<file path="config.mk">
export PLATFORM = sky130hd
export DESIGN_NAME = dma_count_bank
export DESIGN_NICKNAME = d
export VERILOG_FILES = /design/src/rtl/dma_cnt_pkg.sv /design/src/rtl/dma_cnt_ctrl.sv /design/src/rtl/dma_cnt_path.sv /design/src/rtl/dma_count_bank.sv
export SDC_FILE = /design/constraint.sdc
export NUM_CORES = 1
export LEC_CHECK = 0
export ABC_CLOCK_PERIOD_IN_PS = 5600
export BUFFER_PORTS_ARGS = -buffer_cell sky130_fd_sc_hd__clkbuf_2
export CAP_MARGIN = 20
export CORE_MARGIN = 2
export CORE_UTILIZATION = 45
export CTS_CLUSTER_DIAMETER = 30
export DETAILED_ROUTE_END_ITERATION = 10
export HOLD_SLACK_MARGIN = 0.08
export PLACE_DENSITY = 0.66
export SYNTH_ARGS = -nofsm -noshare
export SYNTH_HDL_FRONTEND = slang
export SYNTH_HIERARCHICAL = 1
export SYNTH_SLANG_ARGS = --single-unit
export TNS_END_PERCENT = 10
</file>
<file path="constraint.sdc">
create_clock -name clk -period 5.6 [get_ports clk]
set_input_delay 0.56 -clock clk [delete_from_list [all_inputs] [get_ports clk]]
set_output_delay 0.56 -clock clk [all_outputs]
set_load 0.01 [all_outputs]
</file>
<file path="src/rtl/dma_cnt_pkg.sv">
package dma_cnt_pkg;
  // Per-channel strobes from control to datapath
  typedef struct packed {
    logic load;      // copy master stage into working stage
    logic dec;       // step working count down by one
    logic showWork;  // reads return working stage instead of master
  } chStrobe_t;
endpackage

</file>
<file path="src/rtl/dma_cnt_ctrl.sv">
module dma_cnt_ctrl
  import dma_cnt_pkg::*;
#(
  parameter int NUM_CH = 4
) (
  input  logic                   clk,
  input  logic                   rstN,
  input  logic [NUM_CH-1:0]      startReq,
  input  logic [NUM_CH-1:0]      xferDone,
  input  logic [NUM_CH-1:0]      workZero,
  output chStrobe_t [NUM_CH-1:0] stb,
  output logic [NUM_CH-1:0]      chActive,
  output logic [NUM_CH-1:0]      tcPulse
);

  for (genvar ch = 0; ch < NUM_CH; ch++) begin : g_ch
    logic activeQ;
    logic tcQ;
    logic loadNow;
    logic lastXfer;

    always_comb begin
      loadNow  = startReq[ch] & ~activeQ;
      lastXfer = xferDone[ch] & activeQ & workZero[ch];
      stb[ch].load     = loadNow;
      stb[ch].dec      = xferDone[ch] & activeQ & ~workZero[ch];
      stb[ch].showWork = activeQ;
    end

    always_ff @(posedge clk) begin
      if (!rstN) begin
        activeQ <= 1'b0;
        tcQ     <= 1'b0;
      end else begin
        tcQ <= lastXfer;
        if (loadNow)       activeQ <= 1'b1;
        else if (lastXfer) activeQ <= 1'b0;
      end
    end

    assign chActive[ch] = activeQ;
    assign tcPulse[ch]  = tcQ;
  end

endmodule

</file>
<file path="src/rtl/dma_cnt_path.sv">
module dma_cnt_path
  import dma_cnt_pkg::*;
#(
  parameter int NUM_CH = 4,
  parameter int CNT_W  = 16,
  parameter int SEL_W  = 2
) (
  input  logic                   clk,
  input  logic [SEL_W-1:0]       cpuSel,
  input  logic                   cpuWrEn,
  input  logic [CNT_W-1:0]       cpuWrData,
  input  chStrobe_t [NUM_CH-1:0] stb,
  output logic [CNT_W-1:0]       cpuRdData,
  output logic [NUM_CH-1:0]      workZero
);

  logic [CNT_W-1:0] masterQ [NUM_CH];
  logic [CNT_W-1:0] workQ   [NUM_CH];

  for (genvar ch = 0; ch < NUM_CH; ch++) begin : g_stage
    logic wrHit;
    assign wrHit = cpuWrEn && (cpuSel == SEL_W'(ch));

    // Count stages are not reset: contents are undefined until written
    always_ff @(posedge clk) begin
      if (wrHit) masterQ[ch] <= cpuWrData;
      if (stb[ch].load)     workQ[ch] <= masterQ[ch];
      else if (stb[ch].dec) workQ[ch] <= workQ[ch] - CNT_W'(1);
    end

    assign workZero[ch] = (workQ[ch] == '0);
  end

  always_comb begin
    cpuRdData = '0;
    for (int ch = 0; ch < NUM_CH; ch++) begin
      if (cpuSel == SEL_W'(ch))
        cpuRdData = stb[ch].showWork ? workQ[ch] : masterQ[ch];
    end
  end

endmodule

</file>
<file path="src/rtl/dma_count_bank.sv">
module dma_count_bank
  import dma_cnt_pkg::*;
#(
  parameter int NUM_CH = 4,
  parameter int CNT_W  = 16,
  localparam int SEL_W = (NUM_CH > 1) ? $clog2(NUM_CH) : 1
) (
  input  logic              clk,
  input  logic              rstN,
  input  logic [SEL_W-1:0]  cpuSel,
  input  logic              cpuWrEn,
  input  logic [CNT_W-1:0]  cpuWrData,
  output logic [CNT_W-1:0]  cpuRdData,
  input  logic [NUM_CH-1:0] startReq,
  input  logic [NUM_CH-1:0] xferDone,
  output logic [NUM_CH-1:0] tcPulse
);

  chStrobe_t [NUM_CH-1:0] stb;
  logic [NUM_CH-1:0]      workZero;
  logic [NUM_CH-1:0]      chActive;

  dma_cnt_ctrl #(.NUM_CH(NUM_CH)) u_ctrl (
    .clk      (clk),
    .rstN     (rstN),
    .startReq (startReq),
    .xferDone (xferDone),
    .workZero (workZero),
    .stb      (stb),
    .chActive (chActive),
    .tcPulse  (tcPulse)
  );

  dma_cnt_path #(.NUM_CH(NUM_CH), .CNT_W(CNT_W), .SEL_W(SEL_W)) u_path (
    .clk       (clk),
    .cpuSel    (cpuSel),
    .cpuWrEn   (cpuWrEn),
    .cpuWrData (cpuWrData),
    .stb       (stb),
    .cpuRdData (cpuRdData),
    .workZero  (workZero)
  );

endmodule

</file>
==> results of run 1 <==
==> layout by cell type, fill, tap and decap left out, drive strengths merged, types with 16 or more instances in the layout <==
cell type and count:
mux4 16, nand2 77, nor2 31, mux2i 64, edfxtp 128, xor2 25, nor4 17, o21ai 61
xnor2 19, clkbuf 67, inv 26
==> routing by layer <==
| metal | share of wire (%) | vias to the layer above |
|---|---|---|
| met2 | 47 | 185 |
| met3 | 8.2 | 19 |
| met5 | 0 | - |
| met1 | 44 | 2412 |
| li1 | - | 2297 |
| met4 | 1.5 | 0 |
==> area by class of cell <==
class	instances	area (sq um)	share of cell area [%]
flip-flops and latches	136	4004	49.26
clock inverters	13	111.4	1.370
well taps	216	270.3	3.325
inverters	26	97.59	1.201
multi-input cells	405	2879	35.42
repair buffers	54	332.8	4.095
clock buffers	19	432.9	5.326
==> critical path: stages (launching register included) <==
cell      delay (ns)
edfxtp_1        0.44
inv_1           0.09
ha_1            0.17
nor3b_1         0.64
nand2_1         0.22
nor4_1          0.45
nor2_1          0.12
nand2b_1        0.74
o21ai_0         0.25
==> worst max path at each step <==
stage               slack [ns]                             to                         start  cells after the start
floorplan                 3.04   u_path/workQ[0][7]$_DFFE_PP_  u_path/workQ[0][0]$_DFFE_PP_                     10
global placement          2.33   u_path/workQ[0][7]$_DFFE_PP_  u_path/workQ[0][0]$_DFFE_PP_                      9
detailed placement        2.15  u_path/workQ[0][14]$_DFFE_PP_  u_path/workQ[0][0]$_DFFE_PP_                      8
CTS                       2.17  u_path/workQ[0][14]$_DFFE_PP_  u_path/workQ[0][0]$_DFFE_PP_                      8
global route              1.79   u_path/workQ[2][9]$_DFFE_PP_  u_path/workQ[2][0]$_DFFE_PP_                      8
finish                    2.18  u_path/workQ[0][14]$_DFFE_PP_  u_path/workQ[0][0]$_DFFE_PP_                      8
==> state kept, by name (all words and copies together), names as in the netlist <==
name	count
u_ctrl/g_ch.activeQ	4
u_ctrl/g_ch.tcQ	4
u_path/masterQ	64
u_path/workQ	64
==> power by group through the flow <==
stage	logic (mW)	registers (mW)	clock network, mW
2_1_floorplan	0.205	1.26	0
3_3_place_gp	0.282	1.29	0
3_5_place_dp	0.288	1.29	0
4_1_cts	0.290	1.27	1.06
5_1_grt	0.329	1.28	1.10
6_report	0.304	1.27	1.04
==> results.json, run 1 <==
{
  "status": "completed",
  "holdPathEnd": "u_ctrl/g_ch[3].activeQ$_SDFFE_PN0P_",
  "irDropWorstVdd_mv": 0.2302,
  "r2r_cells": 8,
  "min_from": "xferDone[3]",
  "met2_usage_pct": 34.03,
  "track_usage_pct": 22.43,
  "fin_crit_ns": 3.423,
  "rsz0062_at_grt": "false",
  "worst_pin_slew_ns": 1.099,
  "cts_tree": "done",
  "drtIter0Drc": 620,
  "synth_nets": 636,
  "dieWidth_um": 130.2,
  "tns_ns": 0,
  "clkTransAtPathRegs_ns": 0.06,
  "postSynthCellCount": 603,
  "met3_usage_pct": 6.191,
  "cts_setup_buffers": 0,
  "pre_cts_ws_ns": 2.150,
  "final.period_utilization_pct": 61.12,
  "numCtsBuffers": 17,
  "fin_ws_ns": 2.177,
  "vias": 4913,
  "switchingPower_uw": 649.2,
  "initial_utilization_pct": 45.59,
  "wl_per_cell_um": 20.85,
  "netlist_area_sq_um": 7163,
  "ios": 49,
  "reg2reg_slack_ns": 2.18,
  "grt_pass1_vias": 4633,
  "maxSlewViolCount": 0,
  "via_per_inst": 5.654,
  "end_kind": "register",
  "powerDensity_nw_per_um2": 321.8,
  "fin_cells": 869,
  "die_y_um": 130.2,
  "routed_wl_um": 18120,
  "antennaDiodeCount": 0,
  "min_path_cells": 2,
  "placed_area_sq_um": 7513,
  "grt_pass1_wl_um": 27080,
  "root_buffer": "clkbuf_16",
  "cts_htree_levels": 4,
  "clockBufferDepth": 2,
  "hp-class": "in2reg",
  "area_growth_pct": 13.47,
  "ant_nets": 0,
  "met1_usage_pct": 31.76,
  "finalHoldViolCount": 0,
  "cts_resized": 0,
  "port_buffers": 48,
  "top_usage_layer": "met2",
  "setup-violations-final": 0,
  "insertion_delay_ns": 0.41,
  "drv_cap": 0,
  "cts_sinks": 136,
  "dp.cells": 834,
  "gp_congestion": 0.8457,
  "design_area_sq_um": 8128,
  "hold_buffers": 0,
  "total_leakage_power_nw": 2.951,
  "grt_remaining_overflow": 0,
  "reg2reg_from": "u_path/workQ[0][0]$_DFFE_PP_",
  "drc": 0,
  "final_net_count": 673,
  "core_sq_um": 15710,
  "worstReg2RegEnd": "u_path/workQ[0][14]$_DFFE_PP_",
  "syn_avg_cell_area_sq_um": 11.88,
  "combPwrFrac_pct": 11.6,
  "clkPwrFrac_pct": 39.8,
  "grt_max_degree": 34,
  "die_area_sq_um": 16940,
  "startpoint_type": "register",
  "max_freq_mhz": 292.1,
  "drt-pass1-iter-count": 7,
  "required_ns": 5.71,
  "crit_fanout": 32,
  "num_rows": 46,
  "crit_type": "reg2reg",
  "finalPower_mw": 2.615,
  "fin_util_pct": 51.73,
  "fillers": 1344,
  "switching_share_pct": 24.82,
  "hpwl_um": 12830,
  "arrival_ns": 3.53,
  "antenna_found_initial": 0,
  "p_int_mw": 1.966,
  "holdWs_ns": 0.3554,
  "yosysWarnings": 6,
  "layout-drive-gt1-share_pct": 15.77,
  "seqPwrFrac_pct": 48.6,
  "clock-skew-final_ns": 0.005049,
  "relSlewSlack_pct": 26.64
}
No activity file was read; power rests on OpenSTA's default activity.
==> run 2: changes to the inputs <==
ABC_AREA = 1   (was default)
ABC_CLOCK_PERIOD_IN_PS = 3300   (was 5600)
clock period = 3.3 ns   (was 5.6 ns; I/O delays follow)
==> results.json, run 2 <==
{
  "status": "completed",
  "grt_remaining_overflow": 0,
  "drv_cap": 0,
  "cts_resized": 0,
  "syn_avg_cell_area_sq_um": 8.214,
  "clkTransAtPathRegs_ns": 0.06,
  "synth_nets": 962,
  "irDropWorstVdd_mv": 0.4565,
  "port_buffers": 48,
  "startpoint_type": "register",
  "ios": 49,
  "setup-violations-final": 0,
  "relSlewSlack_pct": 55.75,
  "layout_commonest_cell": "nand2_1",
  "layout_common_cells": "nand2_1, nor2_1, edfxtp_1, inv_1, o21ai_0",
  "fin_cells": 1204,
  "num_rows": 47,
  "cpMaxStageDelayCell": "edfxtp_1",
  "postSynthCellCount": 929,
  "wl_per_cell_um": 17.56,
  "yosysWarnings": 6,
  "drc": 0,
  "crit_fanout": 19,
  "dieWidth_um": 134.2,
  "worst_pin_slew_ns": 0.6613,
  "die_area_sq_um": 18020,
  "hpwl_um": 15670,
  "fin_crit_ns": 2.722,
  "cts_tree": "done",
  "maxSlewViolCount": 0,
  "final_net_count": 1004,
  "critPathMostFrequentCell": "inv_1",
  "clockBufferDepth": 2,
  "grt_max_degree": 36,
  "track_usage_pct": 24.49,
  "insertion_delay_ns": 0.43,
  "grt_pass1_vias": 5898,
  "rsz0062_at_grt": "false",
  "grt_pass1_wl_um": 32910,
  "die_y_um": 134.2,
  "cts_setup_buffers": 0,
  "required_ns": 3.46,
  "drtIter0Drc": 893,
  "end_kind": "register",
  "area_growth_pct": 12.41,
  "layout-drive-gt1-share_pct": 12.60,
  "largest_registers": "u_path/masterQ x64, u_path/workQ x64",
  "final.period_utilization_pct": 82.48,
  "drt-pass1-iter-count": 5,
  "via_per_inst": 5.358,
  "ant_nets": 0,
  "crit_path_cell_trace": "inv_1, ha_1, nand3_1, nor2_4, nand2_1, nor4_1, nor2_1, inv_1, nor2_4, inv_1, o21ai_0",
  "numCtsBuffers": 17,
  "initial_utilization_pct": 46.02,
  "gp_congestion": 0.9099,
  "dp.cells": 1172,
  "vias": 6451,
  "tns_ns": 0,
  "cts_sinks": 136,
  "core_sq_um": 16580,
  "crit_type": "reg2reg",
  "reg2reg_slack_ns": 0.58,
  "antennaDiodeCount": 0,
  "hp-class": "in2reg",
  "max_freq_mhz": 367.4,
  "fillers": 1593,
  "powerDensity_nw_per_um2": 525.0,
  "netlist_area_sq_um": 7631,
  "design_area_sq_um": 8578,
  "antenna_found_initial": 0,
  "cts_htree_levels": 4,
  "clock-skew-final_ns": 0.007834,
  "routed_wl_um": 21140,
  "hold_buffers": 0,
  "finalHoldViolCount": 0,
  "slowest_delay_ns": 0.41,
  "fin_util_pct": 51.73,
  "total_leakage_power_nw": 3.536,
  "arrival_ns": 2.88,
  "placed_area_sq_um": 8013,
  "root_buffer": "clkbuf_16",
  "finalPower_mw": 4.503
}
==> run 2: cell type report <==
cell class / count / area, sq um / area share, %
Sequential cell: 136 / 4004 / 46.67
Inverter: 104 / 392.9 / 4.580
Timing Repair Buffer: 56 / 300.3 / 3.501
Clock inverter: 13 / 122.6 / 1.429
Multi-Input combinational cell: 656 / 3040 / 35.44
Clock buffer: 19 / 442.9 / 5.163
Tap cell: 220 / 275.3 / 3.209
==> run 2: per-stage QoR <==
stage	setup slack, ns	hold WS (ns)
after floorplan	1.098	0.4289
after global placement	0.7135	0.5217
after detailed placement	0.6605	0.5102
after CTS	0.6400	0.1541
after global routing	0.2069	0.1657
final	0.5781	0.1619
==> run 2: where the power goes <==
part / internal (mW) / total, mW / switching, mW
clock network: 1.06 / 1.83 / 0.772
logic: 0.162 / 0.546 / 0.384
registers: 2.03 / 2.12 / 0.0954
total: 3.25 / 4.50 / 1.25
==> run 2: layer usage <==
layer / global-route usage (%) / vias to the layer above / wire (um)
met2: 36.65 / 272 / 9356
li1: - / 3176 / -
met1: 36.03 / 2979 / 9886
met3: 5.102 / 24 / 1539
met5: 0 / - / 0
met4: 7.018 / 0 / 354
==> run 2: worst max-delay path: cells and delay by family, from the launching register on <==
| family | cells | cell delay [ns] |
|---|---|---|
| buffers and inverters | 3 | 0.66 |
| flip-flops | 1 | 0.41 |
| AND/OR/NAND/NOR | 6 | 1.02 |
| adder cells (fa/ha/maj) | 1 | 0.21 |
| AO/OA/AOI/OAI | 1 | 0.15 |
==> run 2: worst paths after layout <==
kind                                               to  depth (start not counted)                                start
setup / recovery         u_path/workQ[3][0]$_DFFE_PP_                         11         u_path/workQ[3][0]$_DFFE_PP_
hold / removal    u_ctrl/g_ch[1].activeQ$_SDFFE_PN0P_                          3                          startReq[1]
setup reg to reg         u_path/workQ[3][0]$_DFFE_PP_                         11         u_path/workQ[3][0]$_DFFE_PP_
hold reg to reg         u_ctrl/g_ch[3].tcQ$_SDFF_PN0_                          2  u_ctrl/g_ch[3].activeQ$_SDFFE_PN0P_
==> run 3: changes to the inputs <==
ABC_AREA = 0   (was 1)
ABC_CLOCK_PERIOD_IN_PS = 2900   (was 3300)
clock period = 2.9 ns   (was 3.3 ns; I/O delays follow)
==> results.json, run 3 (synthesis gave the netlist of run 1 again) <==
{
  "min_path_cells": 2,
  "final.period_utilization_pct": 93.13,
  "r2r_cells": 8,
  "fillers": 1348,
  "combPwrFrac_pct": 11.8,
  "crit_type": "reg2reg",
  "grt_max_degree": 33,
  "numCtsBuffers": 17,
  "switching_share_pct": 24.12,
  "via_per_inst": 5.610,
  "relSlewSlack_pct": 43.55,
  "status": "completed",
  "gp_congestion": 0.8732,
  "crit_fanout": 18,
  "insertion_delay_ns": 0.42,
  "die_area_sq_um": 16940,
  "antenna_found_initial": 1,
  "cts_htree_levels": 4,
  "ios": 49,
  "arrival_ns": 2.86,
  "seqPwrFrac_pct": 46.4,
  "worstReg2RegEnd": "u_path/workQ[3][9]$_DFFE_PP_",
  "layout_common_cells": "edfxtp_1, nand2_1, mux2i_1, o21ai_0, clkbuf_2",
  "required_ns": 3.05,
  "ant_nets": 0,
  "layout_commonest_cell": "edfxtp_1",
  "vias": 5015,
  "reg2reg_from": "u_path/workQ[3][9]$_DFFE_PP_",
  "setup-violations-final": 0,
  "track_usage_pct": 23.08,
  "layout-drive-gt1-share_pct": 19.91,
  "reg2reg_slack_ns": 0.20,
  "drtIter0Drc": 504,
  "fin_crit_ns": 2.701,
  "cts_tree": "done",
  "drc": 0,
  "finalHoldViolCount": 0,
  "fin_cells": 894,
  "core_sq_um": 15710,
  "end_kind": "register",
  "hp-class": "in2reg",
  "clock-skew-final_ns": 0.005588,
  "area_growth_pct": 17.19,
  "initial_utilization_pct": 45.59,
  "wl_per_cell_um": 20.65,
  "routed_wl_um": 18460,
  "die_y_um": 130.2,
  "clkTransAtPathRegs_ns": 0.05,
  "dieWidth_um": 130.2,
  "drv_cap": 0,
  "max_freq_mhz": 370.3,
  "cts_setup_buffers": 0,
  "startpoint_type": "register",
  "drt-pass1-iter-count": 5,
  "clkPwrFrac_pct": 41.8,
  "p_int_mw": 3.999,
  "root_buffer": "clkbuf_16",
  "num_rows": 46,
  "worst_pin_slew_ns": 0.8468,
  "port_buffers": 48,
  "antennaDiodeCount": 0,
  "largest_registers": "u_path/masterQ x64, u_path/workQ x64",
  "total_leakage_power_nw": 3.104,
  "rsz0062_at_grt": "false",
  "cts_sinks": 136,
  "final_net_count": 698,
  "grt_pass1_wl_um": 27750,
  "tns_ns": 0,
  "grt_pass1_vias": 4766,
  "grt_remaining_overflow": 0,
  "maxSlewViolCount": 0,
  "powerDensity_nw_per_um2": 627.8,
  "holdPathEnd": "u_ctrl/g_ch[3].activeQ$_SDFFE_PN0P_",
  "dp.cells": 859,
  "min_from": "xferDone[3]",
  "hpwl_um": 13600,
  "clockBufferDepth": 2,
  "irDropWorstVdd_mv": 0.4001,
  "switchingPower_mw": 1.271
}
[run 3: how the worst max path moves through the flow]
stage / to / cells past startpoint / startpoint
2_1_floorplan: u_path/workQ[0][7]$_DFFE_PP_ / 10 / u_path/workQ[0][0]$_DFFE_PP_
3_3_place_gp: u_path/workQ[3][5]$_DFFE_PP_ / 8 / u_path/workQ[3][9]$_DFFE_PP_
3_5_place_dp: u_path/workQ[3][9]$_DFFE_PP_ / 8 / u_path/workQ[3][9]$_DFFE_PP_
4_1_cts: u_path/workQ[3][9]$_DFFE_PP_ / 8 / u_path/workQ[3][9]$_DFFE_PP_
5_1_grt: u_path/workQ[3][9]$_DFFE_PP_ / 8 / u_path/workQ[3][9]$_DFFE_PP_
6_report: u_path/workQ[3][9]$_DFFE_PP_ / 8 / u_path/workQ[3][9]$_DFFE_PP_
[run 3: repair_timing]
action                                 CTS  global route
setup endpoints to repair                0            43
endpoints found under the hold margin    3             0
hold buffers                             3             0
gates resized for setup                  0             4
[run 3: cell type report]
type	count	area, sq um	share of cell area [%]
clock buffers	26	529.3	6.305
clock inverters	6	85.08	1.014
flip-flops and latches	136	4004	47.70
repair buffers	79	505.5	6.022
inverters	26	97.59	1.163
well taps	216	270.3	3.220
multi-input cells	405	2903	34.58
[run 3: through the flow]
stage | power [mW] | area, sq um | setup WS [ns] | utilization [%] | hold slack (ns)
CTS | 5.292 | 8371 | 0.09752 | 53.27 | 0.08021
global route | 5.456 | 8394 | 0.03119 | 53.42 | 0.08399
finish | 5.270 | 8394 | 0.1993 | 53.42 | 0.09450
floorplan | 2.829 | 7163 | 0.3362 | - | 0.3889
detailed placement | 3.090 | 7726 | 0.09773 | 49.17 | 0.5113
global placement | 3.068 | 7726 | 0.2435 | 49.17 | 0.4806
[run 3: power by group through the flow]
stage,Clock [mW],Sequential [mW],Combinational (mW)
global route,2.32,2.46,0.675
global placement,0,2.47,0.599
floorplan,0,2.43,0.395
detailed placement,0,2.48,0.613
finish,2.20,2.44,0.623
CTS,2.24,2.44,0.620
[run 3: critical path: stages, from the launching register on]
cell      delay (ns)
edfxtp_1        0.45
or4_1           0.62
nor4_4          0.23
nand2_1         0.10
nor3_1          0.30
nor2_1          0.11
nand2b_1        0.23
buf_4           0.25
o21ai_0         0.13
[run 3: metal layers]
metal | vias to the layer above | wire length, um | global-route usage, %
met1 | 2442 | 8096 | 32.00
li1 | 2341 | - | -
met5 | - | 13 | 0
met2 | 200 | 8564 | 35.14
met4 | 2 | 455 | 9.677
met3 | 30 | 1328 | 5.371
